File: src/rtl/susp_pkg.sv
package susp_pkg;

  localparam int REG_W = 8;

  localparam logic [7:0] ADDR_PM      = 8'h80;
  localparam logic [7:0] ADDR_IRQ_RLD = 8'h8C;
  localparam logic [7:0] ADDR_VID_RLD = 8'h8D;
  localparam logic [7:0] ADDR_RUN     = 8'h94;
  localparam logic [7:0] ADDR_PARK    = 8'h95;
  localparam logic [7:0] ADDR_CFG     = 8'h96;

  localparam int CFG_MOD_EN_BIT = 0;
  localparam int PM_GLOBAL_BIT  = 0;
  localparam int PM_IRQ_BIT     = 3;
  localparam int PM_VID_BIT     = 4;

  localparam int NUM_TIMERS = 2;

  typedef enum logic [1:0] {
    PH_IDLE = 2'd0,
    PH_RUN  = 2'd1,
    PH_PARK = 2'd2
  } phase_t;

endpackage

File: src/rtl/susp_tick_gen.sv
module susp_tick_gen #(
  parameter int TICK_CYCLES = 8000,
  parameter int MS_TICKS    = 31
) (
  input  logic clk,
  input  logic rst,
  output logic tick_o,
  output logic ms_o
);
  localparam int TW = (TICK_CYCLES > 1) ? $clog2(TICK_CYCLES) : 1;
  localparam int MW = (MS_TICKS > 1) ? $clog2(MS_TICKS) : 1;
  localparam logic [TW-1:0] TICK_LAST = TW'(TICK_CYCLES - 1);
  localparam logic [MW-1:0] MS_LAST   = MW'(MS_TICKS - 1);

  logic [TW-1:0] div_q;
  logic [MW-1:0] ms_q;

  always_ff @(posedge clk) begin
    if (rst) begin
      div_q  <= '0;
      ms_q   <= '0;
      tick_o <= 1'b0;
      ms_o   <= 1'b0;
    end else begin
      tick_o <= 1'b0;
      ms_o   <= 1'b0;
      if (div_q == TICK_LAST) begin
        div_q  <= '0;
        tick_o <= 1'b1;
        if (ms_q == MS_LAST) begin
          ms_q <= '0;
          ms_o <= 1'b1;
        end else begin
          ms_q <= ms_q + 1'b1;
        end
      end else begin
        div_q <= div_q + 1'b1;
      end
    end
  end

  AST_MS_ON_TICK: assert property (@(posedge clk) disable iff (rst)
    ms_o |-> tick_o);

endmodule

File: src/rtl/susp_regfile.sv
module susp_regfile
  import susp_pkg::*;
#(
  parameter int ADDR_W = 8
) (
  input  logic              clk,
  input  logic              rst,
  input  logic              wr_en,
  input  logic [ADDR_W-1:0] addr,
  input  logic [REG_W-1:0]  wdata,
  output logic [REG_W-1:0]  rdata,
  output logic [REG_W-1:0]  run_cnt_o,
  output logic [REG_W-1:0]  park_cnt_o,
  output logic              mod_en_o,
  output logic [NUM_TIMERS-1:0]            tmr_en_o,
  output logic [NUM_TIMERS-1:0][REG_W-1:0] tmr_rld_o
);
  logic [REG_W-1:0] pm_q, irq_rld_q, vid_rld_q, run_q, park_q, cfg_q;
  logic [7:0]       addr8;

  assign addr8 = 8'(addr);

  always_ff @(posedge clk) begin
    if (rst) begin
      pm_q      <= '0;
      irq_rld_q <= '0;
      vid_rld_q <= '0;
      run_q     <= '0;
      park_q    <= '0;
      cfg_q     <= '0;
    end else if (wr_en) begin
      case (addr8)
        ADDR_PM:      pm_q      <= wdata;
        ADDR_IRQ_RLD: irq_rld_q <= wdata;
        ADDR_VID_RLD: vid_rld_q <= wdata;
        ADDR_RUN:     run_q     <= wdata;
        ADDR_PARK:    park_q    <= wdata;
        ADDR_CFG:     cfg_q     <= wdata;
        default: ;
      endcase
    end
  end

  always_ff @(posedge clk) begin
    if (rst) begin
      rdata <= '0;
    end else begin
      case (addr8)
        ADDR_PM:      rdata <= pm_q;
        ADDR_IRQ_RLD: rdata <= irq_rld_q;
        ADDR_VID_RLD: rdata <= vid_rld_q;
        ADDR_RUN:     rdata <= run_q;
        ADDR_PARK:    rdata <= park_q;
        ADDR_CFG:     rdata <= cfg_q;
        default:      rdata <= '0;
      endcase
    end
  end

  assign run_cnt_o    = run_q;
  assign park_cnt_o   = park_q;
  assign mod_en_o     = cfg_q[CFG_MOD_EN_BIT] & pm_q[PM_GLOBAL_BIT];
  assign tmr_en_o[0]  = pm_q[PM_IRQ_BIT];
  assign tmr_en_o[1]  = pm_q[PM_VID_BIT];
  assign tmr_rld_o[0] = irq_rld_q;
  assign tmr_rld_o[1] = vid_rld_q;

  AST_WRITE_LANDS: assert property (@(posedge clk) disable iff (rst)
    (wr_en && addr8 == ADDR_PARK) |=> (park_cnt_o == $past(wdata)));

endmodule

File: src/rtl/susp_speedup_timer.sv
module susp_speedup_timer #(
  parameter int W = 8
) (
  input  logic         clk,
  input  logic         rst,
  input  logic         enable_i,
  input  logic         event_i,
  input  logic         ms_i,
  input  logic [W-1:0] reload_i,
  output logic         busy_o
);
  logic [W-1:0] count_q;

  always_ff @(posedge clk) begin
    if (rst) begin
      count_q <= '0;
    end else if (!enable_i) begin
      count_q <= '0;
    end else if (event_i) begin
      count_q <= reload_i;
    end else if (ms_i && count_q != '0) begin
      count_q <= count_q - 1'b1;
    end
  end

  assign busy_o = (count_q != '0);

  AST_TIMER_RELOAD: assert property (@(posedge clk) disable iff (rst)
    (enable_i && event_i) |=> (count_q == $past(reload_i)));

  AST_TIMER_GATED: assert property (@(posedge clk) disable iff (rst)
    !enable_i |=> !busy_o);

endmodule

File: src/rtl/susp_phase_ctrl.sv
module susp_phase_ctrl
  import susp_pkg::*;
(
  input  logic             clk,
  input  logic             rst,
  input  logic             mod_en_i,
  input  logic             hold_i,
  input  logic             tick_i,
  input  logic [REG_W-1:0] run_cnt_i,
  input  logic [REG_W-1:0] park_cnt_i,
  output logic             susp_n_o
);
  phase_t           phase_q;
  logic [REG_W-1:0] cnt_q;
  logic [REG_W-1:0] run_len_q, park_len_q;
  logic [REG_W:0]   cnt_inc;
  logic             run_done, park_done;

  assign cnt_inc   = {1'b0, cnt_q} + 1'b1;
  assign run_done  = (cnt_inc >= {1'b0, run_len_q});
  assign park_done = (cnt_inc >= {1'b0, park_len_q});

  always_ff @(posedge clk) begin
    if (rst) begin
      phase_q    <= PH_IDLE;
      cnt_q      <= '0;
      run_len_q  <= '0;
      park_len_q <= '0;
      susp_n_o   <= 1'b1;
    end else if (!mod_en_i || hold_i) begin
      phase_q  <= PH_IDLE;
      cnt_q    <= '0;
      susp_n_o <= 1'b1;
    end else begin
      case (phase_q)
        PH_IDLE: begin
          run_len_q  <= run_cnt_i;
          park_len_q <= park_cnt_i;
          cnt_q      <= '0;
          if (run_cnt_i == '0 && park_cnt_i != '0) begin
            phase_q  <= PH_PARK;
            susp_n_o <= 1'b0;
          end else begin
            phase_q  <= PH_RUN;
            susp_n_o <= 1'b1;
          end
        end
        PH_RUN: begin
          if (tick_i) begin
            if (run_done) begin
              run_len_q  <= run_cnt_i;
              park_len_q <= park_cnt_i;
              cnt_q      <= '0;
              if (park_cnt_i != '0) begin
                phase_q  <= PH_PARK;
                susp_n_o <= 1'b0;
              end
            end else begin
              cnt_q <= cnt_inc[REG_W-1:0];
            end
          end
        end
        PH_PARK: begin
          if (tick_i) begin
            if (park_done) begin
              run_len_q  <= run_cnt_i;
              park_len_q <= park_cnt_i;
              cnt_q      <= '0;
              if (run_cnt_i != '0 || park_cnt_i == '0) begin
                phase_q  <= PH_RUN;
                susp_n_o <= 1'b1;
              end
            end else begin
              cnt_q <= cnt_inc[REG_W-1:0];
            end
          end
        end
        default: begin
          phase_q  <= PH_IDLE;
          susp_n_o <= 1'b1;
        end
      endcase
    end
  end

  AST_DISABLED_RELEASE: assert property (@(posedge clk) disable iff (rst)
    !mod_en_i |=> susp_n_o);

  AST_SPEEDUP_HOLDS: assert property (@(posedge clk) disable iff (rst)
    hold_i |=> susp_n_o);

  AST_PARK_NEEDS_COUNT: assert property (@(posedge clk) disable iff (rst)
    !susp_n_o |-> (park_len_q != '0));

  AST_PHASE_STABLE_LEN: assert property (@(posedge clk) disable iff (rst)
    (phase_q == PH_PARK && !tick_i && $past(phase_q) == PH_PARK && mod_en_i && !hold_i)
      |=> $stable(park_len_q));

endmodule

File: src/rtl/susp_throttle.sv
module susp_throttle
  import susp_pkg::*;
#(
  parameter int TICK_CYCLES = 8000,
  parameter int MS_TICKS    = 31,
  parameter int ADDR_W      = 8
) (
  input  logic              clk,
  input  logic              rst,
  input  logic              reg_wr,
  input  logic [ADDR_W-1:0] reg_addr,
  input  logic [7:0]        reg_wdata,
  output logic [7:0]        reg_rdata,
  input  logic              irq_event,
  input  logic              video_event,
  output logic              susp_n
);
  logic                            tick, ms;
  logic [REG_W-1:0]                run_cnt, park_cnt;
  logic                            mod_en;
  logic [NUM_TIMERS-1:0]           tmr_en, tmr_evt, tmr_busy;
  logic [NUM_TIMERS-1:0][REG_W-1:0] tmr_rld;
  logic                            hold;

  susp_tick_gen #(
    .TICK_CYCLES(TICK_CYCLES),
    .MS_TICKS   (MS_TICKS)
  ) u_tick (
    .clk   (clk),
    .rst   (rst),
    .tick_o(tick),
    .ms_o  (ms)
  );

  susp_regfile #(
    .ADDR_W(ADDR_W)
  ) u_regs (
    .clk       (clk),
    .rst       (rst),
    .wr_en     (reg_wr),
    .addr      (reg_addr),
    .wdata     (reg_wdata),
    .rdata     (reg_rdata),
    .run_cnt_o (run_cnt),
    .park_cnt_o(park_cnt),
    .mod_en_o  (mod_en),
    .tmr_en_o  (tmr_en),
    .tmr_rld_o (tmr_rld)
  );

  assign tmr_evt[0] = irq_event;
  assign tmr_evt[1] = video_event;

  for (genvar g = 0; g < NUM_TIMERS; g++) begin : g_timer
    susp_speedup_timer #(
      .W(REG_W)
    ) u_timer (
      .clk     (clk),
      .rst     (rst),
      .enable_i(tmr_en[g]),
      .event_i (tmr_evt[g]),
      .ms_i    (ms),
      .reload_i(tmr_rld[g]),
      .busy_o  (tmr_busy[g])
    );
  end

  assign hold = |tmr_busy;

  susp_phase_ctrl u_phase (
    .clk       (clk),
    .rst       (rst),
    .mod_en_i  (mod_en),
    .hold_i    (hold),
    .tick_i    (tick),
    .run_cnt_i (run_cnt),
    .park_cnt_i(park_cnt),
    .susp_n_o  (susp_n)
  );

endmodule

File: config.mk
export PLATFORM = sky130hd
export DESIGN_NAME = susp_throttle
export DESIGN_NICKNAME = d
export VERILOG_FILES = /design/src/rtl/susp_pkg.sv /design/src/rtl/susp_tick_gen.sv /design/src/rtl/susp_regfile.sv /design/src/rtl/susp_speedup_timer.sv /design/src/rtl/susp_phase_ctrl.sv /design/src/rtl/susp_throttle.sv
export SDC_FILE = /design/constraint.sdc
export NUM_CORES = 1
export LEC_CHECK = 0
export BUFFER_PORTS_ARGS = -buffer_cell sky130_fd_sc_hd__buf_2
export CORE_UTILIZATION = 61
export DETAILED_ROUTE_END_ITERATION = 8
export PLACE_DENSITY_LB_ADDON = 0.1
export SETUP_SLACK_MARGIN = 0.15
export SLEW_MARGIN = 10
export SYNTH_ARGS = -nofsm -noshare
export SYNTH_HDL_FRONTEND = slang
export SYNTH_SLANG_ARGS = --single-unit
File: constraint.sdc
create_clock -name clk -period 3.5 [get_ports clk]
set_input_delay 0.175 -clock clk [delete_from_list [all_inputs] [get_ports clk]]
set_output_delay 0.175 -clock clk [all_outputs]
set_load 0.1 [all_outputs]
==> results.toml <==
[status]
status = "completed"

[detailed_routing]
routed_wirelength_mm = 13.2
via_per_inst = 5.96
via_count = 4836
drc = 0
avgRoutedWirePerCell_um = 16.2
firstDrtPassIters = 6
antenna_left = 0
drt_iter0_drc = 363

[worst_setup_path]
worstReg2RegEnd = "u_phase.park_len_q[4]"
critPathMostFrequentCell = "ha_1"
cp-start-kind = "flip-flop"
crit_family = "simple AND/OR/NAND/NOR gates"
crit_start = "u_phase.cnt_q[0]"
critical_path.max_stage_delay_ns = 0.38
path_buf_inv = 2
worstPathArrival_ns = 3.48
cp_slowest_cell = "dfxtp_2"
crit_end = "u_phase.park_len_q[4]"
endpoint_kind = "flip-flop"
worst-path-max-fanout = 16
r2r_setup_slack_ns = 0.40
regToRegStartpoint = "u_phase.cnt_q[0]"
path_class = "reg -> reg"
cp.depth = 14
cp.required_ns = 3.88
reg2reg_depth = 14
crit_chain = "ha_1 -> and4_1 -> nand2_1 -> and2_1 -> or2_2 -> ha_1 -> o21a_1 -> o21ai_1 -> nor4b_1 -> buf_4 -> o221ai_4 -> buf_6 -> mux2i_1 -> nor2_1"

[synthesis]
synth_cell_types = 58
synth_flop_cell = "dfxtp_1"
postSynthCellCount = 654
seq_area_frac_synth = 0.418
yosysWarnings = 0
synth.net_count = 703
synth_edf_count = 0
synth_area_sq_mm = 0.00569
ys_ff_latch = 119
async_flop_share = 0
avgSynthCellArea_sq_um = 8.70

[die]
core_sq_mm = 0.00889
initial_core_util = 0.640
io_pins = 30
die_area_sq_mm = 0.00972
die_h_um = 98.6
num_rows = 34
die_w_um = 98.6

[finish]
drive_above_1_share = 0.116
area_delta_synth_final_pct = 16.2
diodes = 0
fillerInstances = 674
fin_nets = 740

[clock_tree]
cts.sinks = 119
cts_tree = "yes"
cts_setup_buffers = 0
ctsHtreeMaxLevel = 4
clockBufferDepth = 2
cts_buffers = 17
cts_root_buf = "clkbuf_8"
path_clk_slew_ns = 0.06
clk_latency_ns = 0.52

[sta]
slew_headroom = 0.494
rsz0062_at_grt = "no"
period_minus_slack_ns = 3.10
drv_slew = 0
setup_viol = 0
finalHoldViolCount = 0
clock-skew-final_ns = 0.00775
finalSetupTns_ns = 0
fmaxAchievable_mhz = 323
fin_crit_sh = 0.886
tightest_slew_ns = 0.755

[placed_design]
gp_congestion = 0.874
portBuffers = 29
hpwl_mm = 9.11

[pwr]
peakVddDrop_mv = 0.381
clockPowerShare = 0.541
p_sw_mw = 0.706
powerDensity_mw_per_mm2 = 476
power_leakage_nw = 2.76
p_total_mw = 3.15
seq_power_share = 0.433
combPwrFrac = 0.026
p_int_mw = 2.44
p_sw_frac = 0.224

[run]
maxCapViolCount = 0

[grt]
grt_start_max_net_pins = 45
grt_first_pass_wirelength_mm = 22.2
grtUsageTotal = 0.292
grt_overflow = 0
first_global_vias = 4636
antenna_found_initial = 0

[hold_path]
hold_path.class = "in -> reg"
==> synthesized netlist by cell type (all sizes together), types with 6 or more instances <==
cell | count | area share
nor2b | 6 | 0.0066
clkbuf | 21 | 0.014
a21oi | 48 | 0.042
ha | 28 | 0.062
inv | 27 | 0.018
and3 | 7 | 0.0079
nor3 | 8 | 0.0079
o21ai | 17 | 0.015
a211oi | 8 | 0.011
nor4 | 6 | 0.0066
dfxtp | 119 | 0.42
nor2 | 80 | 0.053
xor2 | 13 | 0.020
buf | 7 | 0.0064
nand2b | 6 | 0.0066
nand3 | 37 | 0.033
xnor2 | 12 | 0.018
nand2 | 69 | 0.045
a22oi | 16 | 0.021
mux2i | 53 | 0.093
==> layout make-up <==
| cell class | count | area [sq um] | area share |
|---|---|---|---|
| inverters | 29 | 109 | 0.0165 |
| multi-input cells | 478 | 3100 | 0.468 |
| clock buffers | 19 | 442 | 0.0668 |
| clock inverters | 13 | 146 | 0.0221 |
| repair buffers | 46 | 302 | 0.0456 |
| well taps | 108 | 135 | 0.0204 |
| flip-flops and latches | 119 | 2380 | 0.360 |
==> registers in the layout, indices dropped and copies added (netlist names), 2 cells and up <==
| signal | count |
|---|---|
| g_timer.u_timer.count_q | 16 |
| u_tick.div_q | 13 |
| u_phase.cnt_q | 8 |
| u_phase.park_len_q | 8 |
| u_phase.run_len_q | 8 |
| u_regs.cfg_q | 8 |
| u_regs.irq_rld_q | 8 |
| u_regs.park_cnt_o | 8 |
| u_regs.pm_q | 8 |
| u_regs.rdata | 8 |
| u_regs.run_cnt_o | 8 |
| u_regs.vid_rld_q | 8 |
| u_tick.ms_q | 5 |
| u_phase.phase_q | 2 |
==> stage by stage <==
| stage | area (sq um) | instances | hold slack, ns | setup slack [ns] | util |
|---|---|---|---|---|---|
| 3_5_place_dp | 5910 | 770 | 0.447 | 0.187 | 0.665 |
| 2_1_floorplan | 5690 | 654 | 0.318 | 0.299 | - |
| 5_1_grt | 6620 | 812 | 0.206 | 0.202 | 0.744 |
| 4_1_cts | 6600 | 812 | 0.165 | 0.158 | 0.742 |
| 3_3_place_gp | 5910 | 770 | 0.441 | 0.361 | 0.665 |
| 6_report | 6620 | 812 | 0.193 | 0.400 | 0.744 |
==> worst min-delay path by stage <==
stage / from / end / slack, ns / depth (start not counted)
after floorplan: video_event / g_timer[1].u_timer.count_q[0] / 0.32 / 2
after global placement: u_regs.pm_q[6] / u_regs.pm_q[6] / 0.44 / 2
after detailed placement: u_regs.pm_q[5] / u_regs.pm_q[5] / 0.45 / 2
after CTS: rst / u_regs.park_cnt_o[6] / 0.17 / 2
after global routing: reg_wr / u_regs.vid_rld_q[7] / 0.21 / 3
final: rst / u_regs.park_cnt_o[6] / 0.19 / 2
==> power by group through the flow <==
stage | logic, mW | registers [mW] | clock network [mW]
after floorplan | 0.0416 | 1.39 | 0
after global placement | 0.0720 | 1.39 | 0
after detailed placement | 0.0739 | 1.39 | 0
after CTS | 0.0825 | 1.36 | 1.72
after global routing | 0.0908 | 1.36 | 1.79
final | 0.0832 | 1.36 | 1.70
==> timing repair <==
action                                  4_1_cts  5_1_grt
endpoints found under the setup margin        0       17
resized for setup                             0        6
hold buffers                                 10        0
hold endpoints to repair                     30        0
==> logic make-up (layout without fill, tap and decap cells) <==
kind of cell / Yosys count / count (layout) / synth area share
AO/OA/AOI/OAI: 119 / 119 / 0.137
XOR/XNOR: 25 / 25 / 0.0385
adder cells (fa/ha/maj): 28 / 28 / 0.0615
buffers and inverters: 57 / 107 / 0.0393
flip-flops: 119 / 119 / 0.418
multiplexers: 53 / 53 / 0.0932
AND/OR/NAND/NOR: 253 / 253 / 0.212
==> cells in the final DEF (no fill, tap or decap), types with 7 or more instances in the layout <==
master	count
dfxtp_1	118
nor2_1	80
nand2_1	69
mux2i_1	53
a21oi_1	48
nand3_1	37
buf_2	29
ha_1	28
inv_1	27
a22oi_1	16
clkbuf_16	16
o21ai_0	13
xor2_1	13
xnor2_1	12
dlygate4sd3_1	10
a211oi_1	8
nor3_1	7
==> routing by layer <==
metal	vias up	GRT usage	share of wire
li1	2376	-	-
met1	2303	0.370	0.45
met2	131	0.479	0.48
met3	26	0.0624	0.049
met4	0	0.133	0.025
met5	-	0	0
Power figures use the tool's default switching activity.
